`src/rtl/hsu_pkg.sv`:
```
package hsu_pkg;
    typedef enum logic [2:0] {
        TX_IDLE, TX_WAIT_CTS, TX_START, TX_DATA, TX_STOP
    } tx_state_t;

    typedef enum logic [1:0] {
        RX_IDLE, RX_HALF, RX_DATA, RX_STOP
    } rx_state_t;

    localparam logic [2:0] ADDR_DATA  = 3'd0;
    localparam logic [2:0] ADDR_CTRL  = 3'd1;
    localparam logic [2:0] ADDR_DIV   = 3'd2;
    localparam logic [2:0] ADDR_TXCNT = 3'd3;
    localparam logic [2:0] ADDR_RXCNT = 3'd4;

    localparam int BIT_GATE = 0;
    localparam int BIT_FERR = 4;
    localparam int BIT_OVF  = 5;
endpackage

```
`src/rtl/hsu_fifo.sv`:
```
module hsu_fifo #(
    parameter int DEPTH = 8,
    parameter int WIDTH = 8
) (
    input  logic                         clk,
    input  logic                         rst_n,
    input  logic                         push,
    input  logic [WIDTH-1:0]             din,
    input  logic                         pop,
    output logic [WIDTH-1:0]             dout,
    output logic [$clog2(DEPTH+1)-1:0]   count,
    output logic                         full,
    output logic                         empty
);
    localparam int PTR_W = (DEPTH > 1) ? $clog2(DEPTH) : 1;
    localparam int CNT_W = $clog2(DEPTH+1);
    localparam logic [PTR_W-1:0] PTR_LAST = PTR_W'(DEPTH-1);

    logic [WIDTH-1:0] mem [DEPTH];
    logic [PTR_W-1:0] wr_ptr, rd_ptr;
    logic             do_push, do_pop;

    assign full    = (count == CNT_W'(DEPTH));
    assign empty   = (count == '0);
    assign do_push = push && !full;
    assign do_pop  = pop && !empty;
    assign dout    = mem[rd_ptr];

    always_ff @(posedge clk) begin
        if (do_push) mem[wr_ptr] <= din;
    end

    always_ff @(posedge clk or negedge rst_n) begin
        if (!rst_n) begin
            wr_ptr <= '0;
            rd_ptr <= '0;
            count  <= '0;
        end else begin
            if (do_push) wr_ptr <= (wr_ptr == PTR_LAST) ? '0 : wr_ptr + 1'b1;
            if (do_pop)  rd_ptr <= (rd_ptr == PTR_LAST) ? '0 : rd_ptr + 1'b1;
            if (do_push && !do_pop)      count <= count + 1'b1;
            else if (do_pop && !do_push) count <= count - 1'b1;
        end
    end

    assert_no_overflow_R8: assert property (@(posedge clk) disable iff (!rst_n)
        count <= CNT_W'(DEPTH));
    assert_pop_drains_R7: assert property (@(posedge clk) disable iff (!rst_n)
        (pop && !empty && !push) |=> count == $past(count) - 1'b1);
endmodule

```
`src/rtl/hsu_tx.sv`:
```
module hsu_tx
    import hsu_pkg::*;
#(
    parameter int DIV_W  = 13,
    parameter int DATA_W = 8
) (
    input  logic              clk,
    input  logic              rst_n,
    input  logic [DIV_W-1:0]  div,
    input  logic              flow_en,
    input  logic              cts_ok,
    input  logic              load,
    input  logic [DATA_W-1:0] load_data,
    output logic              ready,
    output logic              byte_done,
    output logic              txd,
    output logic              rts
);
    localparam int IDX_W = $clog2(DATA_W);
    localparam logic [IDX_W-1:0] LAST = IDX_W'(DATA_W-1);

    tx_state_t         state, nxt;
    logic [DIV_W-1:0]  cnt;
    logic [IDX_W-1:0]  idx;
    logic [DATA_W-1:0] shreg, hold;
    logic              hold_v, tick;

    assign tick  = (cnt == '0);
    assign ready = !hold_v;

    always_ff @(posedge clk or negedge rst_n) begin
        if (!rst_n) state <= TX_IDLE;
        else        state <= nxt;
    end

    always_ff @(posedge clk or negedge rst_n) begin
        if (!rst_n) begin
            cnt    <= '0;
            idx    <= '0;
            shreg  <= '0;
            hold   <= '0;
            hold_v <= 1'b0;
        end else begin
            if (load && !hold_v) begin
                hold   <= load_data;
                hold_v <= 1'b1;
            end
            unique case (state)
                TX_IDLE: ;
                TX_WAIT_CTS: if (nxt == TX_START) begin
                    cnt   <= div;
                    shreg <= hold;
                end
                TX_START: if (tick) begin
                    cnt <= div;
                    idx <= '0;
                end else cnt <= cnt - 1'b1;
                TX_DATA: if (tick) begin
                    cnt   <= div;
                    shreg <= shreg >> 1;
                    idx   <= idx + 1'b1;
                    if (idx == LAST - 1'b1) hold_v <= 1'b0;
                end else cnt <= cnt - 1'b1;
                TX_STOP: if (!tick) cnt <= cnt - 1'b1;
                default: ;
            endcase
        end
    end

    always_comb begin
        nxt = state;
        unique case (state)
            TX_IDLE:     if (hold_v) nxt = TX_WAIT_CTS;
            TX_WAIT_CTS: if (!flow_en || cts_ok) nxt = TX_START;
            TX_START:    if (tick) nxt = TX_DATA;
            TX_DATA:     if (tick && idx == LAST) nxt = TX_STOP;
            TX_STOP:     if (tick) nxt = TX_IDLE;
            default:     nxt = TX_IDLE;
        endcase
    end

    always_comb begin
        txd       = 1'b1;
        rts       = 1'b0;
        byte_done = 1'b0;
        unique case (state)
            TX_IDLE: ;
            TX_WAIT_CTS: rts = flow_en;
            TX_START: begin txd = 1'b0; rts = flow_en; end
            TX_DATA:  begin txd = shreg[0]; rts = flow_en; end
            TX_STOP:  begin rts = flow_en; byte_done = tick; end
            default: ;
        endcase
    end

    assert_ready_falls_on_load_R4: assert property (@(posedge clk) disable iff (!rst_n)
        $fell(ready) |-> $past(load));
    assert_ready_at_last_bit_R5: assert property (@(posedge clk) disable iff (!rst_n)
        $rose(ready) |-> (state == TX_DATA && idx == LAST));
    assert_start_gated_R6: assert property (@(posedge clk) disable iff (!rst_n)
        (state == TX_START && $past(state) == TX_WAIT_CTS) |-> $past(!flow_en || cts_ok));
endmodule

```
`src/rtl/hsu_rx.sv`:
```
module hsu_rx
    import hsu_pkg::*;
#(
    parameter int DIV_W  = 13,
    parameter int DATA_W = 8
) (
    input  logic              clk,
    input  logic              rst_n,
    input  logic [DIV_W-1:0]  div,
    input  logic              rxd_s,
    output logic              got_byte,
    output logic              bad_stop,
    output logic [DATA_W-1:0] got_data
);
    localparam int IDX_W = $clog2(DATA_W);
    localparam logic [IDX_W-1:0] LAST = IDX_W'(DATA_W-1);

    rx_state_t         state, nxt;
    logic [DIV_W-1:0]  cnt;
    logic [IDX_W-1:0]  idx;
    logic [DATA_W-1:0] shreg;
    logic              tick;

    assign tick     = (cnt == '0);
    assign got_data = shreg;

    always_ff @(posedge clk or negedge rst_n) begin
        if (!rst_n) state <= RX_IDLE;
        else        state <= nxt;
    end

    always_ff @(posedge clk or negedge rst_n) begin
        if (!rst_n) begin
            cnt   <= '0;
            idx   <= '0;
            shreg <= '0;
        end else begin
            unique case (state)
                RX_IDLE: if (!rxd_s) cnt <= div >> 1;
                RX_HALF: if (tick) begin
                    cnt <= div;
                    idx <= '0;
                end else cnt <= cnt - 1'b1;
                RX_DATA: if (tick) begin
                    cnt   <= div;
                    shreg <= {rxd_s, shreg[DATA_W-1:1]};
                    idx   <= idx + 1'b1;
                end else cnt <= cnt - 1'b1;
                RX_STOP: if (!tick) cnt <= cnt - 1'b1;
                default: ;
            endcase
        end
    end

    always_comb begin
        nxt = state;
        unique case (state)
            RX_IDLE: if (!rxd_s) nxt = RX_HALF;
            RX_HALF: if (tick) nxt = rxd_s ? RX_IDLE : RX_DATA;
            RX_DATA: if (tick && idx == LAST) nxt = RX_STOP;
            RX_STOP: if (tick) nxt = RX_IDLE;
            default: nxt = RX_IDLE;
        endcase
    end

    always_comb begin
        got_byte = 1'b0;
        bad_stop = 1'b0;
        unique case (state)
            RX_STOP: begin
                got_byte = tick && rxd_s;
                bad_stop = tick && !rxd_s;
            end
            default: ;
        endcase
    end

    assert_start_confirmed_R7: assert property (@(posedge clk) disable iff (!rst_n)
        (state == RX_DATA && $past(state) == RX_HALF) |-> $past(!rxd_s));
    assert_eight_bits_R3: assert property (@(posedge clk) disable iff (!rst_n)
        (state == RX_STOP && $past(state) == RX_DATA) |-> $past(idx) == LAST);
endmodule

```
`src/rtl/hsu_top.sv`:
```
module hsu_top
    import hsu_pkg::*;
#(
    parameter int BUS_W      = 16,
    parameter int DIV_W      = 13,
    parameter int DIV_RESET  = 23,
    parameter int DIV_MIN    = 23,
    parameter int DIV_MAX    = 4999,
    parameter int DATA_W     = 8,
    parameter int FIFO_DEPTH = 8,
    parameter int CNT_W      = 10
) (
    input  logic             clk,
    input  logic             rst_n,
    input  logic [2:0]       bus_addr,
    input  logic             bus_wr,
    input  logic             bus_rd,
    input  logic [BUS_W-1:0] bus_wdata,
    output logic [BUS_W-1:0] bus_rdata,
    output logic             txd,
    input  logic             rxd,
    output logic             rts,
    input  logic             cts
);
    localparam int FCNT_W = $clog2(FIFO_DEPTH+1);

    logic [DIV_W-1:0]  div_q;
    logic              flow_en, frame_err, overflow;
    logic [CNT_W-1:0]  tx_cnt, rx_cnt;
    logic              rxd_m, rxd_s, cts_m, cts_s;
    logic              tx_ready, tx_done, rx_got, rx_bad;
    logic [DATA_W-1:0] rx_data, fifo_dout;
    logic [FCNT_W-1:0] fifo_count;
    logic              fifo_full, fifo_empty;
    logic              wr_data, wr_ctrl, wr_div, wr_txc, wr_rxc, rd_pop, div_ok;

    assign wr_data = bus_wr && bus_addr == ADDR_DATA;
    assign wr_ctrl = bus_wr && bus_addr == ADDR_CTRL;
    assign wr_div  = bus_wr && bus_addr == ADDR_DIV;
    assign wr_txc  = bus_wr && bus_addr == ADDR_TXCNT;
    assign wr_rxc  = bus_wr && bus_addr == ADDR_RXCNT;
    assign rd_pop  = bus_rd && bus_addr == ADDR_DATA;
    assign div_ok  = bus_wdata >= BUS_W'(DIV_MIN) && bus_wdata <= BUS_W'(DIV_MAX);

    always_ff @(posedge clk or negedge rst_n) begin
        if (!rst_n) begin
            rxd_m <= 1'b1; rxd_s <= 1'b1;
            cts_m <= 1'b0; cts_s <= 1'b0;
        end else begin
            rxd_m <= rxd;  rxd_s <= rxd_m;
            cts_m <= cts;  cts_s <= cts_m;
        end
    end

    always_ff @(posedge clk or negedge rst_n) begin
        if (!rst_n) begin
            div_q     <= DIV_W'(DIV_RESET);
            flow_en   <= 1'b0;
            frame_err <= 1'b0;
            overflow  <= 1'b0;
            tx_cnt    <= '0;
            rx_cnt    <= '0;
        end else begin
            if (wr_div && div_ok) div_q <= bus_wdata[DIV_W-1:0];
            if (wr_ctrl) begin
                flow_en <= bus_wdata[BIT_GATE];
                if (bus_wdata[BIT_FERR]) frame_err <= 1'b0;
                if (bus_wdata[BIT_OVF])  overflow  <= 1'b0;
            end
            if (rx_bad)              frame_err <= 1'b1;
            if (rx_got && fifo_full) overflow  <= 1'b1;
            if (wr_txc)                      tx_cnt <= bus_wdata[CNT_W-1:0];
            else if (tx_done && tx_cnt != 0) tx_cnt <= tx_cnt - 1'b1;
            if (wr_rxc)                      rx_cnt <= bus_wdata[CNT_W-1:0];
            else if (rx_got && rx_cnt != 0)  rx_cnt <= rx_cnt - 1'b1;
        end
    end

    hsu_tx #(.DIV_W(DIV_W), .DATA_W(DATA_W)) u_tx (
        .clk(clk), .rst_n(rst_n), .div(div_q), .flow_en(flow_en), .cts_ok(cts_s),
        .load(wr_data), .load_data(bus_wdata[DATA_W-1:0]), .ready(tx_ready),
        .byte_done(tx_done), .txd(txd), .rts(rts)
    );

    hsu_rx #(.DIV_W(DIV_W), .DATA_W(DATA_W)) u_rx (
        .clk(clk), .rst_n(rst_n), .div(div_q), .rxd_s(rxd_s),
        .got_byte(rx_got), .bad_stop(rx_bad), .got_data(rx_data)
    );

    hsu_fifo #(.DEPTH(FIFO_DEPTH), .WIDTH(DATA_W)) u_fifo (
        .clk(clk), .rst_n(rst_n), .push(rx_got), .din(rx_data), .pop(rd_pop),
        .dout(fifo_dout), .count(fifo_count), .full(fifo_full), .empty(fifo_empty)
    );

    always_comb begin
        bus_rdata = '0;
        case (bus_addr)
            ADDR_DATA:  bus_rdata = BUS_W'(fifo_dout);
            ADDR_CTRL:  bus_rdata = BUS_W'({overflow, frame_err, fifo_full,
                                            !fifo_empty, tx_ready, flow_en});
            ADDR_DIV:   bus_rdata = BUS_W'(div_q);
            ADDR_TXCNT: bus_rdata = BUS_W'(tx_cnt);
            ADDR_RXCNT: bus_rdata = BUS_W'(rx_cnt);
            default:    bus_rdata = '0;
        endcase
    end

    assert_div_legal_R2: assert property (@(posedge clk) disable iff (!rst_n)
        div_q >= DIV_W'(DIV_MIN) && div_q <= DIV_W'(DIV_MAX));
    assert_overflow_cause_R9: assert property (@(posedge clk) disable iff (!rst_n)
        $rose(overflow) |-> $past(fifo_full && rx_got));
    assert_ferr_cause_R10: assert property (@(posedge clk) disable iff (!rst_n)
        $rose(frame_err) |-> $past(rx_bad));
    assert_txcnt_step_R11: assert property (@(posedge clk) disable iff (!rst_n)
        (tx_cnt != $past(tx_cnt) && !$past(wr_txc)) |-> tx_cnt == $past(tx_cnt) - 1'b1);
endmodule

```
`config.mk`:
```
export PLATFORM = sky130hd
export DESIGN_NAME = hsu_top
export DESIGN_NICKNAME = d
export VERILOG_FILES = /design/src/rtl/hsu_pkg.sv /design/src/rtl/hsu_fifo.sv /design/src/rtl/hsu_tx.sv /design/src/rtl/hsu_rx.sv /design/src/rtl/hsu_top.sv
export SDC_FILE = /design/constraint.sdc
export NUM_CORES = 1
export LEC_CHECK = 0
export BUFFER_PORTS_ARGS = -buffer_cell sky130_fd_sc_hd__buf_2
export CAP_MARGIN = 20
export CELL_PAD_IN_SITES_DETAIL_PLACEMENT = 1
export CELL_PAD_IN_SITES_GLOBAL_PLACEMENT = 1
export CORE_ASPECT_RATIO = 1.25
export CORE_MARGIN = 10
export CORE_UTILIZATION = 45
export CTS_CLUSTER_SIZE = 25
export DETAILED_ROUTE_END_ITERATION = 8
export PLACE_DENSITY = 0.78
export SYNTH_ARGS = -nofsm -noshare
export SYNTH_HDL_FRONTEND = slang
export SYNTH_HIERARCHICAL = 1
export SYNTH_SLANG_ARGS = --single-unit
```
`constraint.sdc`:
```
create_clock -name clk -period 3.7 [get_ports clk]
set_clock_uncertainty 0.1 [all_clocks]
set_input_delay 0.185 -clock clk [delete_from_list [all_inputs] [get_ports clk]]
set_output_delay 0.185 -clock clk [all_outputs]
set_load 0.02 [all_outputs]
```
==> results.md, run 1 <==
Status:
- The run finished with clean final reports.

Yosys:
- The synthesized area per cell is 11.9 um^2.
- Yosys mapped a number of flops with a built-in enable equal to 64.
- The commonest cells after synthesis are sky130_fd_sc_hd__dfrtp_1 (106), sky130_fd_sc_hd__edfxtp_1 (64), sky130_fd_sc_hd__nor2_1 (59).
- The most instantiated library cell after synthesis is sky130_fd_sc_hd__dfrtp_1.
- By area the synthesized netlist is led by sky130_fd_sc_hd__dfrtp_1 (28%), sky130_fd_sc_hd__edfxtp_1 (20%), sky130_fd_sc_hd__mux2i_1 (3.9%), sky130_fd_sc_hd__ha_1 (3.1%), sky130_fd_sc_hd__mux2_4 (3.0%).
- After synthesis, the share of flip-flops with an asynchronous set or reset is 63.6%.
- The number of cells produced by synthesis is 807.
- The sequential element share of the synthesized area is 49.4%.
- The top cell type by total area after synthesis is sky130_fd_sc_hd__dfrtp_1.
- The synthesized netlist occupies a cell area of 9570 um^2.
- In this run, synthesis produced a sequential element count of 176.
- The share of the synthesized area in the top cell type is 27.7%.
- The number of distinct library cells after synthesis is 91.
- The warning count from the yosys run is 6.
- The main flop type after synthesis is sky130_fd_sc_hd__dfrtp_1.

Worst setup path:
- The cell with the biggest individual delay on the critical path is sky130_fd_sc_hd__or4_1.
- The required time at the endpoint of the critical path is 3910 ps.
- The arrival time of the worst setup path is 3670 ps.
- The type of element launching the critical path is a flip-flop.
- The most frequent cell on the critical path is sky130_fd_sc_hd__ha_1.
- The critical path goes through inv_1, ha_1, nor4b_2, and3_1, and3_2, nand2_4, inv_2, ha_1, inv_1, ha_1, or4_1, o211ai_1, o211ai_1.
- The kind of critical path is flip-flop to flip-flop.
- The worst setup path is captured at a flip-flop.
- The largest single stage delay on the critical path is 530 ps.
- In this run the worst path has a maximum fanout of 8.

Placed design:
- The placed instance count is 1103.
- Input and output buffers added on the ports amount to 39.
- The congestion estimate from routability-driven global placement came to 0.820.
- The area after detailed placement is 10000 um^2.
- The sum of net half-perimeters after detailed placement is 17.9 mm.

STA:
- Measured against its own limit, the worst slew margin works out to 34.8%.
- The final count of hold timing violations is 0.
- The smallest clock period supported by the final layout is computed as 3460 ps.
- For the pin with the worst max-slew slack, the measured transition is 978 ps.
- The worst slack on hold paths is 8.68 ps.
- The count of endpoints failing setup in the final report is 0.
- The number of pins with negative max-slew slack in the final report is 0.
- Setup repair after global routing left no endpoint under its margin.
- Derived from the worst setup path, the maximum achievable clock frequency is 289 MHz.
- Adding up every negative setup slack in the final design gives 0 ps.
- The final cycle utilization of the critical path is 93.6%.

Global route:
- The first global-routing pass estimated 41.9 mm of wire.
- The final global-route overflow total is 0.
- The maximum number of pins on one net before global-route repair is 76.
- The overall track demand over capacity in global routing is 19.3%.
- The via count of the first global-routing pass was 7440.
- The number of antenna violations at the first check in global routing was 0.

Cells and area:
- The number of nets in the final layout is 911.
- Of the cells placed in the final design, the portion with a size suffix greater than 1 is 21.1%.
- 0 antenna diodes ended up in the layout.
- Fill cells in the final layout number 2189.
- The post-route cell area is 10700 um^2.
- In the final layout, flip-flops and latches occupy 4730 um^2.
- The finished layout holds 1147 standard cells, fillers aside.
- The multi-input combinational cells in the finished layout cover a total of 4460 um^2.
- Relative to the synthesized area, the layout overhead comes to 11.9%.

Pwr:
- The total power draw is 6.98 mW.
- The analysis attributes to cell leakage a power of 4.38 nW.
- The power per unit of standard cell area is 652 nW/um^2.
- The highest ir drop seen on vdd is 386 uV.

Detailed routing:
- The via count normalized by instance count is 6.00.
- After the first detailed-routing iteration, the DRC count stood at 493.
- In this run the remaining antenna-violating nets after routing total 0.
- The first-pass detailed-route iteration total is 7.
- In the routed design, unresolved DRC markers number 0.
- The routed wirelength normalized by instance count is 22.6 um.
- The final wirelength is 25.9 mm.
- The number of vias after detailed routing is 6877.

Clock network:
- The number of clock buffers added by TritonCTS is 17.
- The H-tree depth is 4.
- The clock passes through at most 2 buffers.
- CTS saw 176 sinks.
- The buffer type at the clock tree root is sky130_fd_sc_hd__clkbuf_16.
- The CTS tree is yes.
- The clock-pin slew on the worst setup and hold paths is 70 ps.
- The post-CTS setup buffer count is 0.
- The insertion delay of the later-clocked pin in the worst-skew pair is 430 ps.

Die:
- The die is 150 um wide.
- The die is 183 um tall.
- The number of ports placed on the die boundary is 43.
- The area of the die is 27500 um^2.
- The initial utilization of the core area, before any placement, comes to 45.8%.
- In this run the standard cell core region covers 20900 um^2.
- The placement row count is 59.

Flow run:
- The tool flagged a number of max-cap violations equal to 0.

Worst hold path:
- The path type of the worst min-delay path is primary input to flip-flop.
==> final cells by class <==
| class | instances | share of cell area, % |
|---|---|---|
| repair buffers | 73 | 4.70 |
| flip-flops and latches | 176 | 44.2 |
| multi-input cells | 562 | 41.7 |
| well taps | 274 | 3.20 |
| clock inverters | 13 | 1.06 |
| clock buffers | 18 | 4.10 |
| inverters | 31 | 1.09 |
==> registers in the layout, indices dropped and copies added (netlist names), 4 cells and up, named ones only <==
signal / count
u_tx/shreg: 8
u_tx/hold: 8
u_tx/cnt: 13
rx_cnt: 10
u_rx/got_data: 8
div_q: 13
u_fifo/mem: 64
u_rx/cnt: 13
tx_cnt: 10
u_fifo/count: 4
==> path summary, 6_finish.rpt <==
kind | start | end | slack (ps) | depth (start not counted)
setup / recovery | u_rx/cnt[0] | u_fifo/count[3] | 240 | 13
hold / removal | bus_wdata[9] | div_q[9] | 9 | 2
setup reg to reg | u_rx/cnt[0] | u_fifo/count[3] | 240 | 13
hold reg to reg | rxd_m | rxd_s | 260 | 0
max in group asynchronous | rst_n | tx_cnt[2] | 2530 | 4
min in group asynchronous | rst_n | u_tx/cnt[11] | 60 | 2
==> kinds of logic (layout without fill, tap and decap cells) <==
group                    Yosys count  count (layout)  synth area share, %
XOR/XNOR                          14              14                 1.28
AO/OA/AOI/OAI                    171             171                 13.0
buffers and inverters             71             135                 4.04
other                              1               3               0.0392
flip-flops                       176             176                 49.4
AND/OR/NAND/NOR                  251             251                 14.9
multiplexers                      98              98                 14.0
adder cells (fa/ha/maj)           25              25                 3.35
==> layout by cell type, fill, tap and decap left out, types with 20 or more instances in the layout <==
| cell type | netlist | routed |
|---|---|---|
| sky130_fd_sc_hd__nand2_1 | 52 | 52 |
| sky130_fd_sc_hd__buf_4 | 6 | 22 |
| sky130_fd_sc_hd__buf_2 | 9 | 38 |
| sky130_fd_sc_hd__a21oi_1 | 48 | 48 |
| sky130_fd_sc_hd__inv_1 | 30 | 30 |
| sky130_fd_sc_hd__nor2_1 | 59 | 59 |
| sky130_fd_sc_hd__mux2_2 | 20 | 20 |
| sky130_fd_sc_hd__nor3_1 | 21 | 21 |
| sky130_fd_sc_hd__edfxtp_1 | 64 | 64 |
| sky130_fd_sc_hd__dfrtp_1 | 106 | 106 |
| sky130_fd_sc_hd__mux2i_1 | 37 | 37 |
| sky130_fd_sc_hd__ha_1 | 24 | 24 |
==> report_power, final <==
part	leakage [nW]	switching, mW	internal (mW)
clock	0.264	0.785	0.941
combinational	2.15	1.24	1.11
sequential	1.97	0.558	2.35
total	4.38	2.59	4.40
==> critical path: cells and delay by family (launching register included) <==
| family | cells | cell delay (ps) |
|---|---|---|
| AND/OR/NAND/NOR | 5 | 1510 |
| AO/OA/AOI/OAI | 2 | 210 |
| adder cells (fa/ha/maj) | 3 | 770 |
| buffers and inverters | 3 | 330 |
| flip-flops | 1 | 440 |
==> per-stage QoR <==
stage	utilization [%]	setup slack (ps)
after floorplan	-	481
after global placement	47.9	437
after detailed placement	47.9	306
after CTS	51.1	242
after global routing	51.3	43.6
final	51.3	238
==> repair_timing <==
action / CTS / global route
hold endpoints to repair: 78 / 0
endpoints found under the setup margin: 0 / 1
gates resized for setup: 0 / 1
hold buffers: 12 / 0
==> metal layers <==
layer	global-route usage, %	wire (um)
met1	23.7	11000
met2	33.3	13400
met3	3.08	824
met4	7.52	707
met5	0	0
Note: power is estimated with default switching activity, not from simulation.
==> inputs of run 2 (changes only) <==
--- a/config.mk
+++ b/config.mk
@@ -15,6 +15,7 @@
 export CTS_CLUSTER_SIZE = 25
 export DETAILED_ROUTE_END_ITERATION = 8
 export PLACE_DENSITY = 0.78
+export SETUP_SLACK_MARGIN = 0.5
 export SYNTH_ARGS = -nofsm -noshare
 export SYNTH_HDL_FRONTEND = slang
 export SYNTH_HIERARCHICAL = 1
==> run 2 against run 1 <==
Non-clock buffer count is 6 higher; via count rose by 0.23%; register-to-register slack improved by 340 ps; utilization increased by 0.74 points; die area unchanged; clock power up 8%; largest cell class unchanged; highest routed layer unchanged.
==> results.md, run 2 (synthesis results as in run 1) <==
Cells and area:
- More flip-flops sit in one register than any other, and that register is u_fifo/mem.
- The number of antenna cells inserted is 0 (unchanged).
- The flip-flop count of the largest register, all copies and words added was 64 (unchanged).
- The core utilization of the finished layout is 52.0% (+0.74 points).
- The share of final-layout standard cells stronger than drive strength 1 is 22.8% (+1.8 points).
- The number of inserted filler cells in the final layout came to 2206 (+0.78%).
- The combined flip-flop and latch cell area was 4730 um^2 (about the same).
- The library cell used most frequently in the layout, excluding fill and tap cells, is sky130_fd_sc_hd__dfrtp_1.
- The area occupied by multi-input gates is 4530 um^2 (+1.5%).
- The library cells used most frequently in the layout, excluding fill and tap cells, are sky130_fd_sc_hd__dfrtp_1 (105), sky130_fd_sc_hd__edfxtp_1 (64), sky130_fd_sc_hd__nor2_1 (58).
- The number of nets in the final layout was 917 (+0.66%).
- The area growth from synthesis to layout is 13.5%.

Worst setup path:
- The critical register-to-register path startpoint is u_tx/cnt[0].
- The largest driver fanout on the critical path was 5 (-3).
- Following the worst setup path forward leads to its endpoint at tx_cnt[7].
- The startpoint of the most critical setup path is u_tx/cnt[0].
- The arrival time of the worst setup path is 3370 ps (-300 ps).
- The worst setup slack for register-to-register paths is 570 ps (+340 ps).
- The required time at the endpoint of the critical path is 3940 ps (+30 ps).
- The worst setup path is launched from a flip-flop.
- The capturing element type of the critical path is a flip-flop.
- The end of the worst register-to-register path is tx_cnt[7].
- The depth of the most critical reg-to-reg path was 10 (-3).
- The kind of critical path is flip-flop to flip-flop.

Die:
- The initial standard-cell utilization of the core is 45.8% (unchanged).
- The number of ports placed on the die boundary was 43 (unchanged).
- The placement row count is 59 (unchanged).
- The area of the core region is 20900 um^2 (unchanged).
- The area of the die is 27500 um^2 (unchanged).
- The die span in y is 183 um (unchanged).
- The die extent in x is 150 um (unchanged).

Global route:
- The overall track demand over capacity in global routing is 18.9% (-0.43 points).
- The maximum number of pins on one net before global-route repair is 73 (-3.9%).
- The number of antenna violations at the first check in global routing came to 0 (unchanged).
- The via count of the first global-routing pass is 7277 (-2.2%).
- The first-pass GRT wire length is 40.8 mm (-2.7%).
- The final global-route overflow total is 0 (unchanged).

Placed design:
- The final weighted congestion in routability-driven placement is 0.843 (+2.9%).
- The total of buffers placed on input and output ports is 39 (unchanged).
- The sum of net half-perimeters after detailed placement was 17.7 mm (-1.1%).

Clock network:
- The maximum buffer depth of the clock tree came to 2 (unchanged).
- The CTS buffer count came to 17 (unchanged).
- The clock-pin slew on the worst setup and hold paths is 70 ps (about the same).
- The H-tree depth is 4 (unchanged).
- TritonCTS built the clock tree.
- The insertion delay of the later-clocked pin in the worst-skew pair was 440 ps (about the same).
- The buffer type at the clock tree root is sky130_fd_sc_hd__clkbuf_16.
- The number of sinks driven by the clock tree was 176 (unchanged).

Flow run:
- The number of max-capacitance violations reported is 0 (unchanged).

Detailed routing:
- The final wirelength was 25.6 mm (-0.95%).
- The routed wirelength normalized by instance count is 22.2 um (-1.6%).
- The number of vias after detailed routing is 6893 (+0.23%).
- The count of unresolved DRC violations after routing came to 0 (unchanged).
- The via count normalized by instance count was 5.97 (-0.38%).
- The first-pass detailed-route iteration total is 4 (-3).
- The number of violations reported at the end of detailed-routing iteration 0 is 463 (-6.1%).
- The remaining antenna violation count is 0 (unchanged).

STA:
- Setup repair after global routing could not meet its margin everywhere.
- The number of pins with negative max-slew slack in the final report came to 0 (unchanged).
- The final count of hold timing violations came to 0 (unchanged).
- The count of endpoints failing setup in the final report came to 0 (unchanged).
- The actual slew at the worst max-slew pin is 957 ps (-21.0 ps).
- The time the final worst path needs with I/O delays and setup came to 3130 ps (-335 ps).
- The peak clock frequency supported by timing came to 320 MHz (+11%).
- The worst slew margin relative to its limit is 36.2% (+1.4 points).
- The final cycle utilization of the critical path was 84.5% (-9.1 points).
- The final setup TNS is 0 ps (unchanged).

Pwr:
- The design internal power was 4.54 mW (+3.3%).
- The cell leakage power is 4.44 nW (+1.4%).
- The net switching fraction of the power is 36.3% (-0.75 points).
- The highest ir drop seen on vdd is 351 uV (-9.0%).
- The clock network fraction of design power is 26.1% (+1.4 points).
- The part of the total power dissipated in combinational logic was 33.6% (about the same).
- The power per unit of standard cell area was 656 nW/um^2 (+0.60%).
- The net switching power is 2.59 mW (about the same).
- The relative contribution of sequential cells to total power was 40.3% (-1.3 points).

Worst hold path:
- The path class of the tightest hold or removal check is primary input to flip-flop.

Status:
- The run finished with clean final reports.
==> run 2: power by group through the flow <==
stage | sequential (mW) | combinational [mW] | clock, mW
2_1_floorplan | 2.68 | 1.96 | 0
3_3_place_gp | 2.86 | 2.23 | 0
3_5_place_dp | 2.89 | 2.31 | 0
4_1_cts | 2.86 | 2.36 | 1.89
5_1_grt | 2.93 | 2.65 | 2.00
6_report | 2.87 | 2.40 | 1.86
==> run 2: critical path: stages, from the launching register on <==
cell and delay (ps):
sky130_fd_sc_hd__dfrtp_1 390, sky130_fd_sc_hd__inv_1 110, sky130_fd_sc_hd__ha_2 220, sky130_fd_sc_hd__or3b_4 410
sky130_fd_sc_hd__nor3_4 130, sky130_fd_sc_hd__nand4_1 210, sky130_fd_sc_hd__nor2_4 220, sky130_fd_sc_hd__or3b_4 410
sky130_fd_sc_hd__or2_4 270, sky130_fd_sc_hd__or3_1 370, sky130_fd_sc_hd__a31oi_1 200
==> run 2: worst min path at each step <==
stage | slack (ps) | startpoint | endpoint | cells past startpoint
2_1_floorplan | -210 | rst_n | cts_m | 0
3_3_place_gp | 190 | rxd | rxd_m | 1
3_5_place_dp | 190 | rxd | rxd_m | 1
4_1_cts | 3 | bus_wdata[6] | tx_cnt[6] | 3
5_1_grt | 10 | bus_wdata[6] | tx_cnt[6] | 3
6_report | 20 | bus_wdata[6] | tx_cnt[6] | 3
==> run 2: area by class of cell <==
| type | count | share of cell area [%] |
|---|---|---|
| sequential | 176 | 43.6 |
| timing repair buffer | 79 | 4.94 |
| tap | 274 | 3.16 |
| inverter | 31 | 1.07 |
| clock inverter | 12 | 1.08 |
| multi-input combinational | 562 | 41.7 |
| clock buffer | 20 | 4.50 |
==> run 2: per-layer routing <==
layer  global-route usage (%)  wire, um  vias to the layer above
li1                         -         -                     3169
met4                     7.63       673                        0
met1                     22.3     10700                     3552
met2                     33.5     13300                      134
met3                     2.88       996                       38
met5                        0         0                        -
==> run 2: repair_timing <==
action                                  in CTS  in global routing
endpoints found under the setup margin       4                  4
hold buffers                                14                  0
endpoints found under the hold margin       82                  0
buffers inserted                             2                  6
pin swaps                                    1                  4
gates resized for setup                      5                 11
==> run 2: through the flow <==
| step | hold slack, ps | total power, mW | setup WS, ps | std cells | instance area (um^2) |
|---|---|---|---|---|---|
| floorplan | -211 | 4.64 | 560 | 809 | 9580 |
| global placement | 191 | 5.10 | 419 | 1100 | 9990 |
| detailed placement | 192 | 5.20 | 244 | 1100 | 9990 |
| CTS | 3.32 | 7.10 | 440 | 1148 | 10800 |
| global route | 14.9 | 7.57 | 442 | 1154 | 10900 |
| finish | 20.5 | 7.13 | 574 | 1154 | 10900 |
==> inputs of run 3 (changes only) <==
==> constraint.sdc (replaced) <==
create_clock -name clk -period 2.9 [get_ports clk]
set_clock_uncertainty 0.1 [all_clocks]
set_input_delay 0.145 -clock clk [delete_from_list [all_inputs] [get_ports clk]]
set_output_delay 0.145 -clock clk [all_outputs]
set_load 0.02 [all_outputs]
==> run 3 against run 2 <==
Clock power up 15%; hold slack better by 8.8 ps; count of clock-buffer cells in the layout down 1; sequential cell count unchanged; highest routed layer unchanged.
==> results.md, run 3 (synthesis results as in run 1) <==
Clock network:
- The number of sinks driven by the clock tree came to 176 (unchanged).
- The H-tree depth came to 4 (unchanged).
- TritonCTS built the clock tree.
- The insertion delay of the later-clocked pin in the worst-skew pair is 430 ps (about the same).
- The clock-pin slew on the worst setup and hold paths is 70 ps (about the same).
- The maximum buffer depth of the clock tree is 2 (unchanged).
- The CTS buffer count is 17 (unchanged).
- The buffer type at the clock tree root is sky130_fd_sc_hd__clkbuf_16.

Die:
- The placement row count is 59 (unchanged).
- The die extent in x was 150 um (unchanged).
- The area of the die is 27500 um^2 (unchanged).
- The area of the core region is 20900 um^2 (unchanged).
- The initial standard-cell utilization of the core came to 45.8% (unchanged).
- The die span in y came to 183 um (unchanged).
- The number of ports placed on the die boundary was 43 (unchanged).

Worst setup path:
- The required time at the endpoint of the critical path is 3140 ps (-800 ps).
- The type of element launching the critical path is a flip-flop.
- The depth of the most critical reg-to-reg path is 10 (unchanged).
- The arrival time of the worst setup path was 3110 ps (-260 ps).
- The cell with the biggest individual delay on the critical path is sky130_fd_sc_hd__dfrtp_1.
- The largest driver fanout on the critical path is 5 (unchanged).
- The kind of critical path is flip-flop to flip-flop.
- The maximum single-stage delay on the critical path is 410 ps (about the same).
- The cell that appears most often on the critical path is sky130_fd_sc_hd__or3b_4.
- The capturing element type of the critical path is a flip-flop.
- The critical path goes through inv_2, ha_4, or3b_4, nor3_4, nand4_1, nor2_2, or3b_4, or2_4, or3_4, a31oi_1.

Global route:
- The final global-route overflow total is 0 (unchanged).
- The number of antenna violations at the first check in global routing came to 0 (unchanged).
- The first-pass GRT wire length is 44.0 mm (+7.9%).
- The overall track demand over capacity in global routing is 20.4% (+1.5 points).
- The via count of the first global-routing pass is 7708 (+5.9%).
- The maximum number of pins on one net before global-route repair is 70 (-4.1%).

Detailed routing:
- The number of vias after detailed routing was 7396 (+7.3%).
- The count of unresolved DRC violations after routing is 0 (unchanged).
- The routed wirelength normalized by instance count is 24.9 um (+12%).
- The met3 wirelength from detailed routing was 1.02 mm (+2.5%).
- The via count normalized by instance count came to 6.03 (+1.0%).
- The sum of met2 wire segment lengths after detailed routing is 16.3 mm (+23%).
- The first-pass detailed-route iteration total is 5 (+1).
- The routed metal-1 wire length was 12.4 mm (+16%).
- The number of violations reported at the end of detailed-routing iteration 0 is 607 (+31%).
- The final wirelength is 30.5 mm (+19%).
- The remaining antenna violation count came to 0 (unchanged).
- The highest layer touched by signal routing is met4.

Cells and area:
- The number of nets in the final layout is 990 (+8.0%).
- In the layout the commonest cells are sky130_fd_sc_hd__dfrtp_1 (105), sky130_fd_sc_hd__edfxtp_1 (64), sky130_fd_sc_hd__buf_4 (63).
- The number of inserted filler cells in the final layout was 2109 (-4.4%).
- The number of antenna cells inserted is 0 (unchanged).
- The core utilization of the finished layout came to 57.9% (+5.8 points).
- The synthesis-to-finish area growth is 26.2%.
- The share of final-layout standard cells stronger than drive strength 1 is 35.6% (+13 points).
- The most common cell after layout, fill and taps aside is sky130_fd_sc_hd__dfrtp_1.
- The flip-flop count of the largest register, all copies and words added is 64 (unchanged).
- u_fifo/mem holds more flip-flops than any other register.

Placed design:
- The final weighted congestion in routability-driven placement is 0.888 (+5.3%).
- The sum of net half-perimeters after detailed placement is 18.4 mm (+4.4%).
- The total of buffers placed on input and output ports is 39 (unchanged).

Pwr:
- The cell leakage power is 4.87 nW (+9.7%).
- The clock network fraction of design power came to 21.3% (-4.8 points).
- The design internal power came to 6.20 mW (+37%).
- The highest ir drop seen on vdd is 447 uV (+27%).
- The part of the total power dissipated in combinational logic is 42.5% (+8.9 points).
- The net switching fraction of the power came to 38.4% (+2.1 points).
- The power per unit of standard cell area is 833 nW/um^2 (+27%).
- The net switching power is 3.87 mW (+49%).
- The relative contribution of sequential cells to total power is 36.2% (-4.1 points).

STA:
- The worst slew margin relative to its limit is 35.4% (-0.80 points).
- The worst slack on hold paths is 29.3 ps (+8.84 ps).
- The peak clock frequency supported by timing came to 348 MHz (+8.8%).
- The count of endpoints failing setup in the final report is 0 (unchanged).
- The time the final worst path needs with I/O delays and setup is 2870 ps (-252 ps).
- Setup repair after global routing could not meet its margin everywhere.
- The actual slew at the worst max-slew pin is 969 ps (+12.0 ps).
- The number of pins with negative max-slew slack in the final report is 0 (unchanged).
- The final count of hold timing violations is 0 (unchanged).
- The final cycle utilization of the critical path is 99.1% (+15 points).

Worst hold path:
- The cell depth of the worst min-delay path is 2 (-1).
- The min-delay analysis places its worst path in the category primary input to flip-flop.

Flow run:
- The number of max-capacitance violations reported is 0 (unchanged).

Status:
- The run finished with clean final reports.
-- run 3: cell types whose count changed in the layout (fill, tap and decap cells not counted), moves of 9 or more --
cell | before | now
sky130_fd_sc_hd__a21oi_2 | 0 | 9
sky130_fd_sc_hd__a21oi_1 | 48 | 38
sky130_fd_sc_hd__buf_4 | 26 | 63
sky130_fd_sc_hd__buf_6 | 1 | 32
-- run 3: area by class of cell --
cell class                      instances  area, um^2  share of cell area (%)
Clock buffer                           19         433                    3.58
Clock inverter                         12        88.8                   0.735
Inverter                               31         121                    1.00
Multi-Input combinational cell        564        5050                    41.7
Sequential cell                       176        4730                    39.2
Tap cell                              274         343                    2.84
Timing Repair Buffer                  150        1320                    10.9
-- run 3: final timing paths --
check	startpoint	end	slack, ps
worst max-delay path	u_tx/cnt[0]	tx_cnt[7]	30
worst min-delay path	bus_wdata[6]	div_q[6]	30
worst max register to register	u_tx/cnt[0]	tx_cnt[7]	30
worst min register to register	rxd_m	rxd_s	260
max in group asynchronous	rst_n	tx_cnt[3]	1580
min in group asynchronous	rst_n	u_tx/cnt[8]	300
-- run 3: layer usage --
layer	vias to the layer above	track usage [%]
li1	3300	-
met1	3860	24.0
met2	187	36.5
met3	49	2.96
met4	0	7.94
met5	-	0
-- run 3: through the flow --
step	setup slack (ps)	cell area, um^2	power, mW	TNS, ps	cells
2_1_floorplan	63.4	9680	6.00	0	809
5_1_grt	-119	12100	10.6	-276	1226
3_5_place_dp	-29.4	10300	6.88	-29.4	1123
3_3_place_gp	89.3	10300	6.71	0	1123
6_report	25.4	12100	10.1	0	1226
4_1_cts	90.6	11400	9.41	0	1200
-- run 3: power groups by stage --
stage	Sequential [mW]	Combinational [mW]	Clock (mW)
2_1_floorplan	3.44	2.56	0
3_3_place_gp	3.59	3.12	0
3_5_place_dp	3.62	3.26	0
4_1_cts	3.59	3.68	2.14
5_1_grt	3.70	4.58	2.29
6_report	3.65	4.28	2.14
-- run 3: worst max-delay path, delay by kind of cell, from the launching register on --
family                     cells  cell delay [ps]
adders and majority gates      1              130
buffers and inverters          1              100
and+or+nand+nor                7             1870
DFF                            1              410
AOI/OAI and AO/OA              1              180
-- run 3: timing repair --
action,4_1_cts,5_1_grt
pin swaps,30,41
endpoints found under the hold margin,85,0
hold buffers,15,0
buffers inserted,30,24
resized for setup,66,89
endpoints found under the setup margin,96,110
cloned,1,2
